### src/rtl/xecc_pkg.sv
`timescale 1ns/1ps
package xecc_pkg;

    localparam int MAX_DATA_W = 64;

    typedef enum logic [1:0] {
        XM_SHD_SEC    = 2'b00,
        XM_SHD_SECDED = 2'b01,
        XM_DUP_SECDED = 2'b11
    } xmode_e;

    typedef enum logic [1:0] {
        BUF_EMPTY = 2'b00,
        BUF_HELD  = 2'b01,
        BUF_OFF   = 2'b10
    } buf_state_e;

    function automatic xmode_e decode_mode(input logic [1:0] m);
        xmode_e r;
        unique case (m)
            2'b00:   r = XM_SHD_SEC;
            2'b01:   r = XM_SHD_SECDED;
            default: r = XM_DUP_SECDED;
        endcase
        return r;
    endfunction

    // Column of data bit idx: odd weights from 3 upward, ascending value within a weight.
    function automatic logic [31:0] hsiao_col(input int idx, input int chk_w);
        int n;
        int ones;
        logic [31:0] r;
        n = 0;
        r = '0;
        for (int w = 3; w <= chk_w; w += 2) begin
            for (int v = 0; v < (1 << chk_w); v++) begin
                ones = 0;
                for (int b = 0; b < chk_w; b++) ones += (v >> b) & 1;
                if (ones == w) begin
                    if (n == idx) r = 32'(v);
                    n++;
                end
            end
        end
        return r;
    endfunction

    function automatic logic [MAX_DATA_W-1:0] check_mask(input int j, input int data_w,
                                                         input int chk_w);
        logic [MAX_DATA_W-1:0] m;
        logic [31:0] c;
        m = '0;
        for (int i = 0; i < data_w; i++) begin
            c = hsiao_col(i, chk_w);
            if (c[j]) m[i] = 1'b1;
        end
        return m;
    endfunction

endpackage

### src/rtl/xecc_hsiao_enc.sv
`timescale 1ns/1ps
module xecc_hsiao_enc #(
    parameter int DATA_W = 32,
    parameter int CHK_W  = 7
) (
    input  logic [DATA_W-1:0]       data_i,
    input  logic                    drop_top_i,
    output logic [DATA_W+CHK_W-1:0] cw_o
);
    localparam int CW_W = DATA_W + CHK_W;

    assign cw_o[DATA_W-1:0] = data_i;

    for (genvar j = 0; j < CHK_W; j++) begin : g_chk
        localparam logic [xecc_pkg::MAX_DATA_W-1:0] MASK_FULL =
            xecc_pkg::check_mask(j, DATA_W, CHK_W);
        logic parity;
        assign parity = ^(data_i & MASK_FULL[DATA_W-1:0]);
        if (j == CHK_W - 1) begin : g_top
            assign cw_o[CW_W-1] = parity & ~drop_top_i;
        end else begin : g_keep
            assign cw_o[DATA_W+j] = parity;
        end
    end
endmodule

### src/rtl/xecc_wire_map.sv
`timescale 1ns/1ps
module xecc_wire_map #(
    parameter int CW_W = 39
) (
    input  logic [CW_W-1:0]   cw_i,
    input  logic              dup_i,
    output logic [2*CW_W-1:0] wires_o
);
    for (genvar i = 0; i < CW_W; i++) begin : g_pair
        assign wires_o[2*i]   = cw_i[i];
        assign wires_o[2*i+1] = dup_i & cw_i[i];
    end
endmodule

### src/rtl/xecc_replay_buf.sv
`timescale 1ns/1ps
module xecc_replay_buf #(
    parameter int CW_W = 39
) (
    input  logic            clk,
    input  logic            rst_n,
    input  logic            secded_i,
    input  logic            capture_i,
    input  logic [CW_W-1:0] cw_i,
    input  logic            dup_i,
    input  logic            req_i,
    output logic            grant_o,
    output logic [CW_W-1:0] cw_o,
    output logic            dup_o
);
    import xecc_pkg::*;

    buf_state_e state_q, state_d;
    logic       store_en;
    logic [CW_W-1:0] store_cw_q;
    logic       store_dup_q;

    always_ff @(posedge clk or negedge rst_n) begin
        if (!rst_n) state_q <= BUF_EMPTY;
        else        state_q <= state_d;
    end

    always_comb begin
        state_d = state_q;
        if (!secded_i)      state_d = BUF_OFF;
        else if (capture_i) state_d = BUF_HELD;
        else if (state_q == BUF_OFF) state_d = BUF_EMPTY;
    end

    always_comb begin
        grant_o  = 1'b0;
        store_en = 1'b0;
        unique case (state_q)
            BUF_HELD: begin
                grant_o  = req_i & secded_i;
                store_en = capture_i & secded_i;
            end
            BUF_EMPTY, BUF_OFF: begin
                store_en = capture_i & secded_i;
            end
            default: begin
                grant_o  = 1'b0;
                store_en = 1'b0;
            end
        endcase
    end

    always_ff @(posedge clk or negedge rst_n) begin
        if (!rst_n) begin
            store_cw_q  <= '0;
            store_dup_q <= 1'b0;
        end else if (store_en) begin
            store_cw_q  <= cw_i;
            store_dup_q <= dup_i;
        end
    end

    assign cw_o  = store_cw_q;
    assign dup_o = store_dup_q;

    assert_gated_in_sec_R9: assert property (@(posedge clk) disable iff (!rst_n)
        !secded_i |=> $stable(store_cw_q) && $stable(store_dup_q));

    assert_off_after_sec_R9: assert property (@(posedge clk) disable iff (!rst_n)
        !secded_i |=> (state_q == BUF_OFF));

    assert_no_grant_gated_R9: assert property (@(posedge clk) disable iff (!rst_n)
        !secded_i |-> !grant_o);
endmodule

### src/rtl/xtalk_ecc_encoder.sv
`timescale 1ns/1ps
module xtalk_ecc_encoder #(
    parameter int DATA_W = 32,
    parameter int CHK_W  = 7
) (
    input  logic                            clk,
    input  logic                            rst_n,
    input  logic [DATA_W-1:0]               flit_i,
    input  logic                            flit_valid_i,
    input  logic [1:0]                      mode_i,
    input  logic                            replay_req_i,
    output logic [2*(DATA_W+CHK_W)-1:0]     link_o,
    output logic                            ready_o
);
    import xecc_pkg::*;

    localparam int CW_W   = DATA_W + CHK_W;
    localparam int LINK_W = 2 * CW_W;

    xmode_e          cur_mode;
    logic            is_dup, is_secded;
    logic            grant, send;
    logic [CW_W-1:0] enc_cw, buf_cw;
    logic            buf_dup;
    logic [CW_W-1:0] stage_cw_q;
    logic            stage_dup_q;

    assign cur_mode  = decode_mode(mode_i);
    assign is_dup    = (cur_mode == XM_DUP_SECDED);
    assign is_secded = (cur_mode != XM_SHD_SEC);
    assign ready_o   = ~grant;
    assign send      = flit_valid_i & ready_o;

    xecc_hsiao_enc #(.DATA_W(DATA_W), .CHK_W(CHK_W)) u_enc (
        .data_i     (flit_i),
        .drop_top_i (~is_secded),
        .cw_o       (enc_cw)
    );

    xecc_replay_buf #(.CW_W(CW_W)) u_buf (
        .clk       (clk),
        .rst_n     (rst_n),
        .secded_i  (is_secded),
        .capture_i (send),
        .cw_i      (enc_cw),
        .dup_i     (is_dup),
        .req_i     (replay_req_i),
        .grant_o   (grant),
        .cw_o      (buf_cw),
        .dup_o     (buf_dup)
    );

    // Pipeline stage ahead of the crosstalk mapping
    always_ff @(posedge clk or negedge rst_n) begin
        if (!rst_n) begin
            stage_cw_q  <= '0;
            stage_dup_q <= 1'b0;
        end else if (grant) begin
            stage_cw_q  <= buf_cw;
            stage_dup_q <= buf_dup;
        end else if (send) begin
            stage_cw_q  <= enc_cw;
            stage_dup_q <= is_dup;
        end
    end

    xecc_wire_map #(.CW_W(CW_W)) u_map (
        .cw_i    (stage_cw_q),
        .dup_i   (stage_dup_q),
        .wires_o (link_o)
    );

    function automatic logic pairs_equal(input logic [LINK_W-1:0] w);
        logic ok;
        ok = 1'b1;
        for (int i = 0; i < CW_W; i++) if (w[2*i] != w[2*i+1]) ok = 1'b0;
        return ok;
    endfunction

    function automatic logic odd_clear(input logic [LINK_W-1:0] w);
        logic ok;
        ok = 1'b1;
        for (int i = 0; i < CW_W; i++) if (w[2*i+1]) ok = 1'b0;
        return ok;
    endfunction

    assert_ready_low_needs_req_R8: assert property (@(posedge clk) disable iff (!rst_n)
        !ready_o |-> replay_req_i);

    assert_sec_ignores_req_R9: assert property (@(posedge clk) disable iff (!rst_n)
        (mode_i == 2'b00) |-> ready_o);

    assert_replay_repeats_R10: assert property (@(posedge clk) disable iff (!rst_n)
        !ready_o |=> $stable(link_o));

    assert_dup_pairs_R4: assert property (@(posedge clk) disable iff (!rst_n)
        (flit_valid_i && ready_o && mode_i[1]) |=> pairs_equal(link_o));

    assert_shield_odd_zero_R5: assert property (@(posedge clk) disable iff (!rst_n)
        (flit_valid_i && ready_o && !mode_i[1]) |=> odd_clear(link_o));

    assert_sec_top_zero_R6: assert property (@(posedge clk) disable iff (!rst_n)
        (flit_valid_i && ready_o && mode_i == 2'b00) |=> !link_o[LINK_W-2]);

    assert_idle_hold_R7: assert property (@(posedge clk) disable iff (!rst_n)
        (!flit_valid_i && !replay_req_i) |=> $stable(link_o));
endmodule

### config.mk
export PLATFORM = sky130hd
export DESIGN_NAME = xtalk_ecc_encoder
export DESIGN_NICKNAME = d
export VERILOG_FILES = /design/src/rtl/xecc_pkg.sv /design/src/rtl/xecc_hsiao_enc.sv /design/src/rtl/xecc_wire_map.sv /design/src/rtl/xecc_replay_buf.sv /design/src/rtl/xtalk_ecc_encoder.sv
export SDC_FILE = /design/constraint.sdc
export NUM_CORES = 1
export LEC_CHECK = 0
export BUFFER_PORTS_ARGS = -buffer_cell sky130_fd_sc_hd__buf_4
export CAP_MARGIN = 10
export CORE_AREA = 2 2 102 104
export CTS_BUF_LIST = sky130_fd_sc_hd__clkbuf_8
export DETAILED_ROUTE_END_ITERATION = 16
export DIE_AREA = 0 0 104 106
export HOLD_SLACK_MARGIN = 0.06
export PLACE_DENSITY = 0.68
export SLEW_MARGIN = 20
export SYNTH_ARGS = -nofsm -noshare
export SYNTH_HDL_FRONTEND = slang
export SYNTH_SLANG_ARGS = --single-unit
### constraint.sdc
create_clock -name clk -period 3.8 [get_ports clk]
set_clock_uncertainty 0.05 [all_clocks]
set_input_delay 0.57 -clock clk [delete_from_list [all_inputs] [get_ports clk]]
set_output_delay 0.57 -clock clk [all_outputs]
set_load 0.01 [all_outputs]
== After elaboration in Yosys (flattened, before gate mapping) ==
Cells that the tools add are included.

* Multiplexer cells: 10
* Bitwise operators: 44
* Reduce and logical (&&, ||, !) cells: 12
* Equal/unequal tests: 5

{| class="wikitable"
|+ Operators by type and width
! operator !! count
|-
| 32-bit XOR reduction || 7
|-
| 39-bit two-way mux || 2
|-
| 1-bit AND || 43
|-
| 2-bit two-way mux || 3
|-
| 2-bit by 1-bit equality test with 1-bit output (second input constant) || 2
|-
| 2-bit equality test (second input constant) || 2
|-
| 2-bit logical NOT || 2
|-
| 1-bit two-way mux || 4
|-
| 2-bit case mux with 2 select lines || 1
|-
| 2-bit nonzero test || 2
|-
| 3-bit inequality test (second input constant) || 1
|-
| 3-bit OR reduction || 1
|-
| 1-bit NOT || 1
|}

* Bits of input ports: 38
* Register bits after elaboration: 82

== Logic depth before layout (Yosys ltp) ==
* Word-level depth: 9
* Depth in mapped cells: 7
* Mapped depth without buffers: 5

== Cells and area by module ==
From an unflattened synthesis, not the netlist that was laid out.

* Cells, all modules: 458
* Area total of the unflattened synthesis: 5172.5 um2

{| class="wikitable"
|+ By module, submodules not included
! module !! area each (um2) !! cells each !! times used !! sequential area each (um2)
|-
| xtalk_ecc_encoder || 1910.6 || 179 || 1 || 1001.0
|-
| xecc_replay_buf || 1776.7 || 92 || 1 || 1051.0
|-
| xecc_hsiao_enc || 915.9 || 105 || 1 || 0.0
|-
| xecc_wire_map || 569.3 || 82 || 1 || 0.0
|}

== Worst setup path before layout ==
Ideal clock, no wire load.

* Kind: input to output
* Start point: in mode_i[0]
* End point: out ready_o
* Arrival time: 1.305 ns
* Required time: 3.180 ns
* Path slack: 1.875 ns
* Stages: 5
* Cells stage by stage: nor2_1 > nor3_1 > clkbuf_1 > inv_1 > buf_2

* Longest elaborated chain between the ends: 6
* Elaborated cells between the ends (all ways): 7

{| class="wikitable"
|+ Ends and longest elaborated chain
! what !! RTL line !! source
|-
| start: declaration || xtalk_ecc_encoder.sv:10 || <nowiki>input logic [1:0] mode_i,</nowiki>
|-
| 2-bit by 1-bit equality test with 1-bit output / 2-bit logical NOT (equally long branches) || xecc_pkg.sv:20 || <nowiki>unique case (m)</nowiki>
|-
| 2-bit case mux with 2 select lines (*) || xecc_pkg.sv:20 ||
|-
| 2-bit nonzero test (*) || xtalk_ecc_encoder.sv:30 || <nowiki>assign is_secded = (cur_mode != XM_SHD_SEC);</nowiki>
|-
| 1-bit AND (*) || xecc_replay_buf.sv:40 || <nowiki>grant_o = req_i & secded_i;</nowiki>
|-
| 1-bit two-way mux (*) || xecc_replay_buf.sv:38 || <nowiki>unique case (state_q)</nowiki>
|-
| 1-bit NOT (*) || xtalk_ecc_encoder.sv:31 || <nowiki>assign ready_o = ~grant;</nowiki>
|-
| end: declaration || xtalk_ecc_encoder.sv:13 || <nowiki>output logic ready_o</nowiki>
|}

Mark *: on every way between the ends. The rest lies on a longest branch, timed or not.

== Worst setup path in the final report ==
* Start point: reg stage_dup_q
* End point: out link_o[21]

* Longest elaborated chain between the ends: 1

{| class="wikitable"
|+ Ends and longest elaborated chain
! what !! RTL line !! source
|-
| start: declaration || xtalk_ecc_encoder.sv:26 || <nowiki>logic stage_dup_q;</nowiki>
|-
| start signal: assignment || xtalk_ecc_encoder.sv:60 || <nowiki>stage_dup_q <= buf_dup;</nowiki>
|-
| start signal: assignment || xtalk_ecc_encoder.sv:63 || <nowiki>stage_dup_q <= is_dup;</nowiki>
|-
| 1-bit AND || xecc_wire_map.sv:11 || <nowiki>assign wires_o[2*i+1] = dup_i & cw_i[i];</nowiki>
|-
| end: declaration || xtalk_ecc_encoder.sv:12 || <nowiki>output logic [2*(DATA_W+CHK_W)-1:0] link_o,</nowiki>
|}

Every way passes these cells.

==> flow_metrics.tcl <==
set metrics [dict create \
    stdcell_area_mm2 0.00551 \
    endpoint_kind "output pin" \
    relSlewSlack 0.508 \
    nNetsFinal 523 \
    met3_length_um 510 \
    port_buffers 116 \
    vias_per_cell 4.90 \
    rsz0062_at_grt "no" \
    finalHoldViolCount 0 \
    synthArstFlopShare 1.00 \
    start_kind "flip-flop" \
    syn2layout_area_growth_pct 27.4 \
    drtIter0Drc 106 \
    dpl_cell_area_mm2 0.00530 \
    status "complete, no violations" \
    seq_area_frac_synth 0.475 \
    ir_worst_vdd_uv 206 \
    antenna_found_initial 0 \
    mostFrequentLayoutCell "buf_4" \
    p_leak_nw 2.60 \
    numCtsBuffers 9 \
    ys_seq_elements 82 \
    yosysWarnings 0 \
    cap_violations 0 \
    period_share 0.541 \
    io-pin-count 117 \
    core_area_mm2 0.0100 \
    worstSkewPairLatency_ns 0.35 \
    synth_nets 416 \
    crit_type "flip-flop to output pin" \
    synth-edff-count 0 \
    grt_start_max_net_pins 83 \
    place_hpwl_um 6850 \
    cts_max_level 3 \
    grt_pass1_wl_um 16100 \
    post_cts_buffers 0 \
    syn_inst 378 \
    power.density_mw_per_mm2 513 \
    hp-class "input pin to asynchronous set/reset pin" \
    max_freq_ghz 0.487 \
    yosysTopAreaCellShare 0.475 \
    antenna_cells 0 \
    vias 3067 \
    dp_cells 610 \
    fin_tns_setup_ns 0 \
    num_rows 37 \
    cts_resized 0 \
    top_layer_used "met4" \
    period_needed_ns 2.05 \
    drtPass1Iterations 4 \
    ant_nets 0 \
    die_area_mm2 0.0110 \
    root_buffer "clkbuf_8" \
    wl_met1_um 4340 \
    synth_area_mm2 0.00432 \
    final_cells 626 \
    synth_ff_type "dfrtp_1" \
    chipWidth_um 104 \
    num-fill-cells 894 \
    max_slew.worst_pin.slew_ns 0.738 \
    synth_area_leaders "dfrtp_1 47%, mux2_2 8.3%, mux2i_1 7.9%" \
    required_ns 3.18 \
    drive_gt1_frac 0.351 \
    path_max_fanout 40 \
    finalSetupViolCount 0 \
    initial_utilization 0.432 \
    grt-ovfl-total 0 \
    synth_area_leader_cell "dfrtp_1" \
    reg2regPathDepth 4 \
    cts_tree "yes" \
    wl_um 9630 \
    drc_errors 0 \
    numClockSinks 82 \
    grtUsageTotal 0.185 \
    wl_met2_um 4660 \
    synth.distinct_cells 27 \
    gp_congestion 0.794 \
    clock_path_buffers 2 \
    cp.arrival_ns 1.43 \
    final_cell_mix "117 x buf_4, 81 x dfrtp_1, 50 x nand2_1, 41 x o21ai_0, 39 x and2_1" \
    synth.avg_cell_area_um2 11.4 \
    drt-wirelength-per-cell_um 15.4 \
    clkTransAtPathRegs_ns 0.08 \
    first_global_vias 3140 \
    drv_slew 0 \
    postCtsHoldBufs 0 \
    dieHeight_um 106 \
]
-- layout make-up --
type | count | area, um2 | area share
clock buffers | 11 | 151 | 0.0275
well taps | 136 | 170 | 0.0309
repair buffers | 118 | 890 | 0.162
multi-input cells | 273 | 2190 | 0.397
clock inverters | 5 | 53.8 | 0.00977
inverters | 1 | 3.75 | 0.000682
flip-flops and latches | 82 | 2050 | 0.373
-- sequential cells by signal, indices dropped and copies added (netlist names) --
register,cells
stage_cw_q,39
stage_dup_q,1
u_buf.cw_o,39
u_buf.dup_o,1
u_buf.state_q,2
-- through the flow --
stage          setup WS [ns]  utilization  power [W]  hold WS, ns
6_report                1.75        0.551    0.00282        0.221
4_1_cts                 1.35        0.550    0.00287        0.381
3_5_place_dp            1.67        0.530    0.00222        0.410
5_1_grt                 1.62        0.551    0.00300        0.274
3_3_place_gp            1.70        0.530    0.00218        0.409
2_1_floorplan           1.88            -    0.00177        0.224
-- cells by family after synthesis --
logic type      after synthesis  share of synthesized area
xor+xnor                     53                      0.156
simple gates                104                      0.121
buf+inv                      23                     0.0220
mux                          66                      0.162
compound gates               50                     0.0640
flops                        82                      0.475
-- per-layer routing --
metal | vias up | GRT usage
met1 | 1480 | 0.243
met2 | 86 | 0.308
met3 | 9 | 0.0343
met5 | - | 0
met4 | 0 | 0.0666
li1 | 1492 | -
-- where the power goes --
group,internal (W),switching [W],leakage (nW)
registers,0.00108,0.000150,0.977
clock network,0.000336,0.000303,0.103
logic,0.000547,0.000409,1.52
-- synthesized netlist by cell type (3+ instances only) --
cell type,n
and2_1,39
buf_2,7
clkbuf_1,15
dfrtp_1,82
mux2_2,32
mux2i_1,34
nand2_1,50
nand3b_1,6
nor2_1,3
o211ai_1,5
o21ai_0,41
xnor2_1,35
xnor3_1,13
xor2_1,3
-- worst max-delay path, cell delays in order, from the launching register on --
cell and delay [ns]:
dfrtp_2 0.72, and2_1 0.22, buf_4 0.12
-- final timing paths --
check | startpoint | end | slack [ns]
max | stage_dup_q$_DFFE_PN0P_ | link_o[21] | 1.75
min in group clk | u_buf.cw_o[25]$_DFFE_PN0P_ | stage_cw_q[25]$_DFFE_PN0P_ | 0.43
max reg2reg | u_buf.state_q[0]$_DFFE_PN0P_ | u_buf.cw_o[25]$_DFFE_PN0P_ | 2.18
min | rst_n | stage_cw_q[14]$_DFFE_PN0P_ | 0.22
max in group asynchronous | rst_n | stage_dup_q$_DFFE_PN0P_ | 2.96
min reg2reg | u_buf.cw_o[25]$_DFFE_PN0P_ | stage_cw_q[25]$_DFFE_PN0P_ | 0.43
No activity file was read; power rests on OpenSTA's default activity.
